==> src/rtl/rx_dest_filter.sv <==
module rx_dest_filter #(
  parameter int ADDR_W = 8,
  parameter int HOST_W = 16,
  parameter int WORD_W = 16,
  parameter int MISS_W = 16,
  localparam int ENTRIES = 1 << ADDR_W,
  localparam int NWORDS = ENTRIES / WORD_W,
  localparam int SEL_W = $clog2(NWORDS)
) (
  input  logic              clk,
  input  logic              rst_n,
  input  logic              host_we,
  input  logic [HOST_W-1:0] host_wdata,
  input  logic              vec_we,
  input  logic [SEL_W-1:0]  vec_sel,
  input  logic [WORD_W-1:0] vec_wdata,
  input  logic              miss_clr,
  input  logic              dst_valid,
  input  logic [ADDR_W-1:0] dst_addr,
  input  logic              buf_ready,
  input  logic              rx_coll,
  input  logic              rx_late,
  input  logic              rx_crc_bad,
  input  logic              rx_badend,
  input  logic              rx_eop,
  output logic              keep_valid,
  output logic              keep,
  output logic [MISS_W-1:0] miss_count,
  output logic              eop_valid,
  output logic [7:0]        eop_status
);
  localparam int COLL_B = 7;
  localparam int LATE_B = 5;
  localparam int CRC_B  = 3;
  localparam int TERM_B = 0;

  logic [HOST_W-1:0]  host_q;
  logic [ENTRIES-1:0] vec_q;
  logic [7:0]         err_acc;
  logic [7:0]         err_now;

  wire multi   = &host_q;
  wire hit     = multi ? vec_q[dst_addr]
                       : (dst_addr == host_q[ADDR_W-1:0]) || (dst_addr == '0);
  wire miss_ev = dst_valid & hit & ~buf_ready;
  wire sat     = &miss_count;

  always_comb begin
    err_now = '0;
    err_now[COLL_B] = rx_coll;
    err_now[LATE_B] = rx_late;
    err_now[CRC_B]  = rx_crc_bad;
    err_now[TERM_B] = rx_badend;
  end

  always_ff @(posedge clk or negedge rst_n) begin
    if (!rst_n) begin
      host_q <= '0;
      vec_q  <= '0;
    end else begin
      if (host_we) host_q <= host_wdata;
      if (vec_we)  vec_q[vec_sel*WORD_W +: WORD_W] <= vec_wdata;
    end
  end

  always_ff @(posedge clk or negedge rst_n) begin
    if (!rst_n) begin
      keep_valid <= 1'b0;
      keep       <= 1'b0;
    end else begin
      keep_valid <= dst_valid;
      keep       <= dst_valid & hit;
    end
  end

  always_ff @(posedge clk or negedge rst_n) begin
    if (!rst_n)                miss_count <= '0;
    else if (miss_clr)         miss_count <= '0;
    else if (miss_ev && !sat)  miss_count <= miss_count + 1'b1;
  end

  always_ff @(posedge clk or negedge rst_n) begin
    if (!rst_n) begin
      err_acc    <= '0;
      eop_valid  <= 1'b0;
      eop_status <= '0;
    end else begin
      eop_valid <= rx_eop;
      if (rx_eop) begin
        eop_status <= err_acc | err_now;
        err_acc    <= '0;
      end else begin
        err_acc <= err_acc | err_now;
      end
    end
  end
endmodule

==> config.mk <==
export PLATFORM = sky130hd
export DESIGN_NAME = rx_dest_filter
export DESIGN_NICKNAME = d
export VERILOG_FILES = /design/src/rtl/rx_dest_filter.sv
export SDC_FILE = /design/constraint.sdc
export NUM_CORES = 1
export LEC_CHECK = 0
export ABC_AREA = 1
export BUFFER_PORTS_ARGS = -buffer_cell sky130_fd_sc_hd__buf_2
export CAP_MARGIN = 20
export CORE_MARGIN = 3
export CORE_UTILIZATION = 44
export CTS_CLUSTER_DIAMETER = 30
export DETAILED_ROUTE_END_ITERATION = 7
export PLACE_DENSITY_LB_ADDON = 0.1
export SETUP_SLACK_MARGIN = 0.02
export SYNTH_ARGS = -nofsm -noshare
export SYNTH_HDL_FRONTEND = slang
export SYNTH_SLANG_ARGS = --single-unit
==> constraint.sdc <==
create_clock -name clk -period 2.4 [get_ports clk]
set_input_delay 0 -clock clk [delete_from_list [all_inputs] [get_ports clk]]
set_output_delay 0 -clock clk [all_outputs]
set_load 0.05 [all_outputs]
# Word-level counts from Yosys, hierarchy flattened
# Cells that the tools add are included.
# word_totals
regBits,307
input_bits,56
out_inout_bits,27
elab_cells,32
# classes
add_sub_neg,2
n_lt_le_gt_ge,1
n_eq_ne,1
shift,2
mux,7
n_bitwise,4
reduce_logical,7
# op_table
op,count
bitwise mux 256 bit,1
variable shift 16 x 34 -> 256 bit (first input constant),1
indexed part select 16 x 34 -> 256 bit,1
negation 8 -> 34 bit,1
two-way mux 16 bit,2
AND reduction 16 bit,2
adder 16 x 1 -> 16 bit (second input constant),1
less-than comparator 8 x 9 -> 1 bit (second input constant),1
binary-select mux 1 bit (select 8 bit),1
equality test 8 bit,1
logical NOT 8 bit,1
two-way mux 8 bit,1
OR 8 bit,1
bitwise AND 1 bit,2
two-way mux 1 bit,2
nonzero test 2 bit,1
logical AND 1 bit,1
logical NOT 1 bit,1
logical OR 1 bit,1
inverter 1 bit,1

# Longest topological paths before layout
# logic_depth
word_depth,8
depth_mapped,22
depth_no_buf,20

# Worst setup path after synthesis
# OpenSTA, ideal clock, no wires.
# synth_path
path_kind,reg-to-reg
from,reg miss_count[6]
to,reg miss_count[10]
setup_ns,0.119
t_arrival_ns,2.043
required_time_ns,2.281
setup_slack_ns,0.238
stages_incl_launch_ff,11
n_path_buf,1
synth_period_minus_slack_ns,2.162
path_cell_list,dfrtp_1 inv_1 nor4_1 nand2_1 nor2_1 a41oi_1 nand3_4 nand2_4 buf_6 nand2_1 nand2_1
# synth_between
elab_chain_cells,4
elab_cells_between_ends,7
cone_classes,add/sub: 1; mux: 2; reduce/logical: 4
# synth_lines
element,line,rtl
start: declaration,28,"output logic [MISS_W-1:0] miss_count,"
start signal: assignment,79,else if (miss_ev && !sat) miss_count <= miss_count + 1'b1;
branches (longest 4 deep; another with adder 16 x 1 -> 16 bit),--,
# Several ways; the timed one is not identified. The select of a mux whose other input is x is not followed.
# A chain may end at the register's enable or synchronous reset.

# Final worst setup path
# layout_path
from,reg host_q[4]
to,reg miss_count[9]
# layout_between
elab_chain_cells,7
elab_cells_between_ends,8
cone_classes,eq/ne: 1; mux: 1; bitwise: 2; reduce/logical: 4
# layout_lines
element,line,rtl
start: declaration,37,logic [HOST_W-1:0] host_q;
start signal: assignment,61,if (host_we) host_q <= host_wdata;
equality test 8 bit,44,: (dst_addr == host_q[ADDR_W-1:0]) || (dst_addr == '0);
logical OR 1 bit,44,
two-way mux 1 bit (*),43,wire hit = multi ? vec_q[dst_addr]
bitwise AND 1 bit (*) (2 in a row),45,wire miss_ev = dst_valid & hit & ~buf_ready;
logical AND 1 bit (*),79,
nonzero test 2 bit (no line) (*),--,
# Every way passes the cells marked *; elsewhere a longest branch is shown, timed or not.

==> results by group <==
Critical path
  • Most used cell, CP: nand2_1
  • Slowest cell delay on critical path: 360 ps
  • WP data required: 2850 ps
  • Worst Path Arrival: 2560 ps
  • Critical-path cell list: inv_1, nor4_2, nand2_1, nor3_1, buf_4, a31oi_1, a21boi_2, nand3_4, buf_12, nand3_1, nand2_1
  • Critical Path Fanout Max: 14
  • Startpoint types: register
  • Crit Path Category: register to register
  • CP max-delay cell: nor4_2
  • Element type at the critical path end: register

STA
  • Tightest Pin Transition: 819 ps
  • Final worst-path cycle share: 88.2%
  • Fin. Hold Viols: 0
  • Max Clock Freq: 473 MHz
  • Setup TNS: 0 ps
  • Slew headroom: 45.0%
  • Final setup violation count: 0
  • Clock skew: 26.2 ps
  • Slew Limit Fails: 0
  • RSZ-0062 raised after global routing: no
  • Period minus WS final: 2120 ps

Drt
  • Via count: 15800
  • Detailed-route wire length: 54200 um
  • Final ANT Viol Nets: 0
  • DR DRC count: 0
  • Initial DRT Pass Iterations: 6
  • Wire length per cell: 19.4 um
  • 1st-iter DRT viols: 1242
  • Vias per inst: 5.65

Finish
  • Commonest non-fill, non-tap cell in the layout: nand2_1
  • Core Util, Final: 58.3%
  • Diode count: 0
  • FF/Latch Area: 7480 um^2
  • Share of layout cells above drive strength 1: 14.8%
  • Fillers: 3214
  • Multi-input logic area: 6890 um^2
  • Layout area overhead: 30.4%
  • Most frequent cells in the layout: nand2_1, dfrtp_1, o21ai_0
  • Fin nets: 2326

Hold path
  • Worst Hold Class: primary input to register

Synthesis
  • Mapped Area: 16000 um^2
  • Synthesized area per cell: 7.63 um^2
  • Netlist cell types: 41
  • Post-Synthesis Cells: 2090
  • Post-synthesis sequential area ratio: 46.9%
  • Yosys reg bits: 299
  • Synth warn: 0

Global routing
  • Largest net degree at the start of global routing: 111
  • First-pass GRT wire length: 85100 um
  • Vias in the first global route: 15300
  • GR Util All Layers: 27.9%
  • Antenna violations before repair: 0
  • Gr ovfl total: 0

Clock network
  • H-tree depth: 3
  • Worst-skew pair later-pin latency: 590 ps
  • Clock slew at reported path FFs: 40 ps
  • Cts bufs inserted: 77
  • Clock Tree Buf Depth: 3
  • CTS tree: done
  • Root buffer cell: clkbuf_16
  • CTS Sinks: 299
  • Postcts setup bufs: 0

Floorplanning
  • Die Width: 196 um
  • Core region area: 35700 um^2
  • Die footprint: 38600 um^2
  • Initial Utilization: 44.7%
  • Die height: 196 um
  • Row Count: 69
  • Boundary Pins: 83

Placed design
  • HPWL after DPL: 33300 um
  • Routability cong.: 0.870
  • Port Buffer Count: 78

Power
  • Pwr dens: 951 nW/um^2
  • Peak supply drop: 0.618 mV
  • Leakage: 9.79 nW

Job
  • Max_cap viols: 0

Run status
  • Run status: completed
==> synth_stat cells <==
library cell | number | area, um^2
inv_1 | 225 | 845
buf_1 | 17 | 63.8
o22ai_1 | 1 | 6.26
ha_1 | 3 | 37.5
or4_1 | 1 | 7.51
nand3_1 | 172 | 861
buf_2 | 39 | 195
o31ai_1 | 9 | 67.6
xor2_1 | 6 | 52.6
clkbuf_1 | 101 | 379
dfrtp_1 | 299 | 7480
and2_1 | 2 | 12.5
a21oi_1 | 51 | 255
inv_2 | 8 | 30.0
conb_1 | 1 | 3.75
nor3_1 | 57 | 285
buf_4 | 10 | 75.1
nand2_4 | 1 | 11.3
nor3b_1 | 3 | 22.5
nor3_4 | 1 | 16.3
buf_6 | 2 | 22.5
nand3_2 | 1 | 10.0
mux2_2 | 4 | 45.0
o41ai_1 | 17 | 149
nand4_1 | 159 | 995
a21boi_2 | 1 | 11.3
nor4_1 | 17 | 106
clkinv_1 | 2 | 7.51
nand3_4 | 1 | 17.5
o21ai_0 | 259 | 1300
o211ai_1 | 39 | 293
nand2_1 | 432 | 1620
a31oi_1 | 1 | 6.26
or2_2 | 2 | 12.5
nor2_1 | 98 | 368
o21a_1 | 7 | 52.6
a41oi_1 | 1 | 8.76
xnor2_1 | 3 | 26.3
o21ai_1 | 32 | 160
nor2_2 | 4 | 25.0
nor2_4 | 1 | 11.3
==> worst paths after layout <==
check                           endpoint  cells after the start        from  slack [ps]
max in group asynchronous      vec_q[97]                      3       rst_n        1870
setup / recovery           miss_count[9]                     11   host_q[4]         280
min in group asynchronous      vec_q[13]                      3       rst_n          90
hold / removal                vec_q[235]                      5  vec_sel[0]          40
setup reg to reg           miss_count[9]                     11   host_q[4]         280
hold reg to reg                 vec_q[0]                      2    vec_q[0]         480
==> metrics by stage <==
step	hold slack (ps)	std cells	worst slack [ps]	cell area, um^2	total power [mW]
finish	42.3	2790	284	20800	19.8
global route	93.3	2790	77.9	20800	20.6
CTS	26.7	2790	249	20800	19.9
detailed placement	-49.3	2574	108	17400	9.28
global placement	-48.9	2574	117	17400	9.21
floorplan	-296	2093	238	16000	8.25
==> metal layers <==
layer | part of all wire, % | vias up | global-route usage, %
met3 | 7.4 | 123 | 6.03
met4 | 3.3 | 0 | 11.8
met5 | 0 | - | 0
met2 | 46 | 588 | 43.8
li1 | - | 7451 | -
met1 | 43 | 7594 | 37.8
==> cell families (layout without fill, tap and decap cells) <==
kind of cell,count (synthesis),in the layout,synth area share [%]
buffers and inverters,404,640,10.1
other,1,4,0.0235
DFF,299,299,46.9
adders and majority gates,3,3,0.235
xor gates and xnor gates,9,9,0.494
AOI/OAI and AO/OA,418,418,14.5
muxes,4,4,0.282
and+or+nand+nor,952,952,27.5
==> critical path, delay by kind of cell (launching register included) <==
kind	cells	cell delay, ps
buffers and inverters	3	430
DFF	1	350
and+or+nand+nor	6	880
AOI/OAI and AO/OA	2	320
==> area by class of cell <==
class                           count  area share [%]
Multi-Input combinational cell   1390            33.1
Inverter                          235            4.25
Clock inverter                     24            1.41
Tap cell                          461            2.77
Clock buffer                      117            11.3
Sequential cell                   299            36.0
Timing Repair Buffer              264            11.2
==> flip-flops by register name, summed over array words and instances, names as in the netlist <==
name,cells
err_acc,4
keep_valid,1
keep,1
eop_valid,1
host_q,16
vec_q,256
eop_status,4
miss_count,16
==> where the power goes <==
part           internal (mW)  leakage [nW]  switching (mW)
clock network           7.31          1.32            3.10
registers               6.03          3.91           0.302
logic                   1.04          4.56            2.01
==> what timing repair did <==
item / 4_1_cts / 5_1_grt
endpoints found under the setup margin: 0 / 1
hold buffers: 75 / 0
gates resized for setup: 0 / 1
hold endpoints to repair: 394 / 0
Power figures use the tool's default switching activity.
